### config.mk
export PLATFORM = sky130hd
export DESIGN_NAME = lutMesh
export DESIGN_NICKNAME = d
export VERILOG_FILES = /design/src/rtl/meshPkg.sv /design/src/rtl/meshCtrl.sv /design/src/rtl/meshCell.sv /design/src/rtl/meshDatapath.sv /design/src/rtl/lutMesh.sv
export SDC_FILE = /design/constraint.sdc
export NUM_CORES = 2
export LEC_CHECK = 0
export ABC_CLOCK_PERIOD_IN_PS = 2350
export BUFFER_PORTS_ARGS = -buffer_cell sky130_fd_sc_hd__buf_2
export CORE_MARGIN = 8
export CORE_UTILIZATION = 45
export CTS_CLUSTER_DIAMETER = 80
export DETAILED_ROUTE_END_ITERATION = 12
export PLACE_DENSITY = 0.69
export REMOVE_ABC_BUFFERS = 1
export SYNTH_ARGS = -nofsm -noshare
export SYNTH_HDL_FRONTEND = slang
export SYNTH_SLANG_ARGS = --single-unit
### constraint.sdc
create_clock -name clk -period 2.35 [get_ports clk]
set_input_delay 0.47 -clock clk [delete_from_list [all_inputs] [get_ports clk]]
set_output_delay 0.47 -clock clk [all_outputs]
set_load 0.02 [all_outputs]
### src/rtl/meshPkg.sv
package meshPkg;
  localparam int LUT_ENTRIES = 16;
  localparam int CELL_DIRS   = 4;
  localparam int CELL_BITS   = LUT_ENTRIES * CELL_DIRS;

  // Per-direction tables, direction order N=0, E=1, S=2, W=3; index {W,S,E,N}
  localparam logic [LUT_ENTRIES-1:0] PASS_N = 16'hF0F0; // copies S input
  localparam logic [LUT_ENTRIES-1:0] PASS_E = 16'hFF00; // copies W input
  localparam logic [LUT_ENTRIES-1:0] PASS_S = 16'hAAAA; // copies N input
  localparam logic [LUT_ENTRIES-1:0] PASS_W = 16'hCCCC; // copies E input
  localparam logic [CELL_BITS-1:0]   PASS_TABLE = {PASS_W, PASS_S, PASS_E, PASS_N};

  typedef struct packed {
    logic shift;
    logic clear;
  } meshStrobes_t;
endpackage

### src/rtl/meshCtrl.sv
module meshCtrl
  import meshPkg::*;
(
  input  logic         cfgEn,
  output meshStrobes_t strobes
);
  always_comb begin
    strobes.shift = cfgEn;
    strobes.clear = cfgEn;
  end
endmodule

### src/rtl/meshCell.sv
module meshCell
  import meshPkg::*;
(
  input  logic                 clk,
  input  logic                 rst,
  input  logic                 clear,
  input  logic [CELL_BITS-1:0] tbl,
  input  logic                 inN,
  input  logic                 inE,
  input  logic                 inS,
  input  logic                 inW,
  output logic                 outN,
  output logic                 outE,
  output logic                 outS,
  output logic                 outW
);
  logic [3:0] lutIdx;
  logic [CELL_DIRS-1:0] nextOut;

  assign lutIdx = {inW, inS, inE, inN};

  always_comb begin
    for (int d = 0; d < CELL_DIRS; d++) begin
      nextOut[d] = tbl[{2'(d), lutIdx}];
    end
  end

  always_ff @(posedge clk) begin
    if (rst || clear) begin
      {outW, outS, outE, outN} <= '0;
    end else begin
      {outW, outS, outE, outN} <= nextOut;
    end
  end

  // clear forces every output low on the following cycle
  p_clear_zero_r7: assert property (@(posedge clk) disable iff (rst)
    clear |=> ({outW, outS, outE, outN} == 4'b0000));

  // a pass-through cell behaves as four straight wires with one register
  p_pass_wires_r5: assert property (@(posedge clk) disable iff (rst)
    (!clear && tbl == PASS_TABLE) |=>
      (outE == $past(inW) && outW == $past(inE) &&
       outS == $past(inN) && outN == $past(inS)));
endmodule

### src/rtl/meshDatapath.sv
module meshDatapath
  import meshPkg::*;
#(
  parameter int ROWS = 4,
  parameter int COLS = 4
) (
  input  logic            clk,
  input  logic            rst,
  input  meshStrobes_t    strobes,
  input  logic            cfgIn,
  input  logic [COLS-1:0] northIn,
  input  logic [COLS-1:0] southIn,
  input  logic [ROWS-1:0] westIn,
  input  logic [ROWS-1:0] eastIn,
  output logic [COLS-1:0] northOut,
  output logic [COLS-1:0] southOut,
  output logic [ROWS-1:0] westOut,
  output logic [ROWS-1:0] eastOut
);
  localparam int NCELLS = ROWS * COLS;
  localparam int CHAIN  = NCELLS * CELL_BITS;

  logic [CHAIN-1:0]  cfgChain;
  logic [NCELLS-1:0] cellN, cellE, cellS, cellW;

  // Serial chain: new bits enter at the top and move toward cell 0, bit 0
  always_ff @(posedge clk) begin
    if (rst) begin
      cfgChain <= {NCELLS{PASS_TABLE}};
    end else if (strobes.shift) begin
      cfgChain <= {cfgIn, cfgChain[CHAIN-1:1]};
    end
  end

  p_cfg_shift_r6: assert property (@(posedge clk) disable iff (rst)
    strobes.shift |=> (cfgChain[CHAIN-1] == $past(cfgIn) &&
                       cfgChain[CHAIN-2:0] == $past(cfgChain[CHAIN-1:1])));

  p_cfg_hold_r8: assert property (@(posedge clk) disable iff (rst)
    !strobes.shift |=> $stable(cfgChain));

  for (genvar r = 0; r < ROWS; r++) begin : g_row
    for (genvar c = 0; c < COLS; c++) begin : g_col
      localparam int K = r * COLS + c;
      logic srcN, srcE, srcS, srcW;

      if (r == 0) begin : g_top
        assign srcN = northIn[c];
      end else begin : g_topInner
        assign srcN = cellS[K-COLS];
      end
      if (r == ROWS-1) begin : g_bot
        assign srcS = southIn[c];
      end else begin : g_botInner
        assign srcS = cellN[K+COLS];
      end
      if (c == 0) begin : g_left
        assign srcW = westIn[r];
      end else begin : g_leftInner
        assign srcW = cellE[K-1];
      end
      if (c == COLS-1) begin : g_right
        assign srcE = eastIn[r];
      end else begin : g_rightInner
        assign srcE = cellW[K+1];
      end

      meshCell u_cell (
        .clk  (clk),
        .rst  (rst),
        .clear(strobes.clear),
        .tbl  (cfgChain[K*CELL_BITS +: CELL_BITS]),
        .inN  (srcN),
        .inE  (srcE),
        .inS  (srcS),
        .inW  (srcW),
        .outN (cellN[K]),
        .outE (cellE[K]),
        .outS (cellS[K]),
        .outW (cellW[K])
      );
    end
  end

  for (genvar c = 0; c < COLS; c++) begin : g_colEdge
    assign northOut[c] = cellN[c];
    assign southOut[c] = cellS[(ROWS-1)*COLS + c];
  end
  for (genvar r = 0; r < ROWS; r++) begin : g_rowEdge
    assign westOut[r] = cellW[r*COLS];
    assign eastOut[r] = cellE[r*COLS + COLS-1];
  end
endmodule

### src/rtl/lutMesh.sv
module lutMesh
  import meshPkg::*;
#(
  parameter int ROWS = 4,
  parameter int COLS = 4
) (
  input  logic            clk,
  input  logic            rst,
  input  logic            cfgEn,
  input  logic            cfgIn,
  input  logic [COLS-1:0] northIn,
  input  logic [COLS-1:0] southIn,
  input  logic [ROWS-1:0] westIn,
  input  logic [ROWS-1:0] eastIn,
  output logic [COLS-1:0] northOut,
  output logic [COLS-1:0] southOut,
  output logic [ROWS-1:0] westOut,
  output logic [ROWS-1:0] eastOut
);
  meshStrobes_t strobes;

  meshCtrl u_ctrl (
    .cfgEn  (cfgEn),
    .strobes(strobes)
  );

  meshDatapath #(.ROWS(ROWS), .COLS(COLS)) u_dp (
    .clk     (clk),
    .rst     (rst),
    .strobes (strobes),
    .cfgIn   (cfgIn),
    .northIn (northIn),
    .southIn (southIn),
    .westIn  (westIn),
    .eastIn  (eastIn),
    .northOut(northOut),
    .southOut(southOut),
    .westOut (westOut),
    .eastOut (eastOut)
  );

  // boundary outputs read zero one cycle after a configuration edge
  p_edge_quiet_r7: assert property (@(posedge clk) disable iff (rst)
    cfgEn |=> (northOut == '0 && southOut == '0 && westOut == '0 && eastOut == '0));
endmodule

==> impl_metrics.py <==
metrics = {
    "status": {
        "status": "finished clean",
    },
    "clocking": {
        "clock_latency_ns": 0.69,
        "ctsResizeCount": 0,
        "clock_path_buffers": 3,
        "clk_pin_slew_ns": 0.06,
        "cts_buffers": 111,
        "h-tree-depth": 3,
        "clock_sinks": 1088,
        "cts_tree": "yes",
        "root_buffer": "clkbuf_16",
    },
    "place": {
        "dpl.cell_count": 5294,
        "finalWeightedCongestion": 0.749,
        "hpwlAfterDp_um": 53000,
        "port_buffers": 35,
    },
    "routing": {
        "vias": 29800,
        "drtIter0Drc": 1858,
        "totalWireLength_um": 86700,
        "drtAntennaViolNets": 0,
        "drtPass1Iterations": 6,
        "drt-vias-per-instance": 5.41,
        "wl_per_cell_um": 15.8,
        "drcViolationCount": 0,
    },
    "power": {
        "leakagePower_nw": 20.7,
        "p_total_mw": 43.0,
        "ir_drop_v": 0.000607,
        "power.density_nw_per_um2": 836,
    },
    "synth": {
        "synth-edff-count": 0,
        "synth.top_cell.area_share_pct": 47.1,
        "synthTopCellsByArea": "dfxtp_1 47%, mux2i_1 14%, mux4_2 9.9%",
        "synth_cell_types": 34,
        "async_flop_share_pct": 0,
        "synth_most_common_cell": "dfxtp_1",
        "ys.flop_type": "dfxtp_1",
        "synth-seq-area-share_pct": 47.1,
        "syn_inst": 4175,
        "ys_ff_latch": 1088,
        "syn_area_per_cell_um2": 11.1,
        "synth_top_area_cell": "dfxtp_1",
        "netlist_area_um2": 46300,
        "ys_warn_count": 0,
        "synth_common_cells": "1,088 x dfxtp_1, 631 x mux2i_1, 544 x nor2_1",
    },
    "timing": {
        "rsz0062_at_grt": "false",
        "tns_ns": 0,
        "relSlewSlack_pct": 27.7,
        "hold_viol": 0,
        "worst_slew_pin_slew_ns": 1.08,
        "slew_viol_final": 0,
        "max_freq_mhz": 499,
        "fin_crit_sh_pct": 85.3,
        "fin_crit_ns": 2.01,
        "final-setup-viol-count": 0,
        "clock_skew_ns": 0.0214,
    },
    "finish": {
        "fin_util_pct": 50.5,
        "final_nets": 4060,
        "drive_above_1_share_pct": 12.8,
        "final.fill_count": 9043,
        "area_growth_pct": 11.2,
        "stdcell_count": 5500,
        "antennaDiodeCount": 0,
    },
    "global_route": {
        "grt_pass1_wl_um": 146000,
        "grt_pass1_vias": 28600,
        "grt_usage_pct": 14.9,
        "overflow": 0,
        "antenna_found_initial": 2,
        "grt_max_degree": 209,
    },
    "setup_path": {
        "r2r-end": "u_dp.g_row[2].g_col[1].u_cell.outN$_SDFF_PP0_",
        "end_kind": "flop",
        "critPathRequiredTime_ns": 2.91,
        "cpPeakStageDelay_ns": 0.79,
        "cp_max_fo": 9,
        "crit_arrival_ns": 2.57,
        "reg2regPathDepth": 3,
        "r2r-start": "u_dp.g_row[3].g_col[1].u_cell.outN$_SDFF_PP0_",
        "critPathLaunch": "u_dp.g_row[3].g_col[1].u_cell.outN$_SDFF_PP0_",
        "cp_slowest_cell": "dfxtp_1",
        "start_kind": "flop",
        "path_class": "reg -> reg",
        "crit_chain": "mux4_2 > mux4_2 > and2_1",
        "r2r_slack_ns": 0.34,
        "cpMostUsedCell": "mux4_2",
    },
    "floorplanning": {
        "die_w_um": 337,
        "die_h_um": 337,
        "fp.coreArea_um2": 102000,
        "die-area_um2": 113000,
        "rows": 117,
        "io_pins": 36,
        "start_util_pct": 45.4,
    },
    "hold_path": {
        "holdCritPathClass": "in -> reg",
        "min_from": "eastIn[0]",
        "worstHoldEndpoint": "u_dp.g_row[0].g_col[3].u_cell.outE$_SDFF_PP0_",
        "hold_depth": 4,
    },
    "run": {
        "cap_violations": 0,
    },
}
-- critical path, delay by kind of cell, from the launching register on --
family        cells  cell delay, ns
flops             1            0.79
mux               2            0.89
simple gates      1            0.19
-- per-stage QoR --
stage,setup WS [ns],cell area (µm²),hold WS [ns]
after global placement,0.155,47600,0.457
after floorplan,0.0406,44600,0.445
after global routing,0.265,51400,0.143
after CTS,0.288,51400,0.122
final,0.345,51400,0.166
after detailed placement,0.160,47600,0.463
-- how the worst max path moves through the flow --
stage / endpoint / slack (ns) / cells after the start
floorplan: u_dp.g_row[2].g_col[1].u_cell.outE$_SDFF_PP0_ / 0.04 / 3
global placement: u_dp.g_row[1].g_col[1].u_cell.outW$_SDFF_PP0_ / 0.16 / 7
detailed placement: u_dp.cfgChain[914]$_SDFFE_PP0P_ / 0.16 / 6
CTS: u_dp.g_row[1].g_col[0].u_cell.outN$_SDFF_PP0_ / 0.29 / 3
global route: u_dp.g_row[1].g_col[0].u_cell.outN$_SDFF_PP0_ / 0.27 / 3
finish: u_dp.g_row[2].g_col[1].u_cell.outN$_SDFF_PP0_ / 0.34 / 3
-- sequential cells by signal (all words and copies together) (netlist names) --
| signal | flops |
|---|---|
| u_dp.cfgChain | 1024 |
| u_dp.g_row.g_col.u_cell.outE | 16 |
| u_dp.g_row.g_col.u_cell.outN | 16 |
| u_dp.g_row.g_col.u_cell.outS | 16 |
| u_dp.g_row.g_col.u_cell.outW | 16 |
-- cells in the final DEF (no fill, tap or decap), types with 2 or more instances in the layout --
cell type / count
a211o_1: 512
a21oi_1: 3
a22o_1: 3
a22oi_1: 73
a32oi_1: 2
and2_1: 19
buf_12: 25
buf_2: 33
buf_4: 77
bufinv_16: 12
clkbuf_1: 26
clkbuf_16: 113
clkbuf_8: 28
clkinv_2: 19
clkinv_8: 2
dfxtp_1: 1088
inv_16: 2
inv_6: 2
mux2_1: 2
mux2_2: 10
mux2i_1: 631
mux4_1: 12
mux4_2: 203
nand2_1: 20
nand2b_1: 3
nand3_1: 76
nand4_1: 2
nor2_1: 543
nor2b_1: 526
o2111ai_1: 3
o211ai_1: 37
o21ai_1: 5
o22ai_1: 8
or3_1: 3
-- repair_timing --
action | 4_1_cts | 5_1_grt
buffers inserted | 0 | 0
hold buffers | 1 | 0
endpoints found under the hold margin | 1 | 0
-- kinds of logic after synthesis --
logic type             share of synthesized area, %
buffers and inverters                          3.64
muxes                                          24.5
DFF                                            47.1
and+or+nand+nor                                12.9
AOI/OAI and AO/OA                              11.9
-- power breakdown --
group | switching, mW | total [mW] | internal (mW)
Clock | 7.24 | 18.3 | 11.0
Combinational | 1.94 | 4.14 | 2.20
Sequential | 0.934 | 20.6 | 19.6
Total | 10.1 | 43.0 | 32.9
-- layout make-up --
cell class	instances	area [µm²]	share of cell area, %
clock buffers	167	3310	6.44
clock inverters	38	553	1.08
inverters	1	3.75	0.00730
multi-input cells	2701	22800	44.3
flip-flops and latches	1088	21800	42.3
well taps	1368	1710	3.33
repair buffers	137	1270	2.47
-- per-layer routing --
layer / up-vias / track usage, % / wire length (µm)
met5: - / 0 / 10
met4: 2 / 3.67 / 1770
met3: 134 / 2.53 / 2840
met2: 293 / 24.7 / 40800
met1: 14500 / 20.4 / 41200
li1: 14800 / - / -
(Power assumes the default switching activity.)
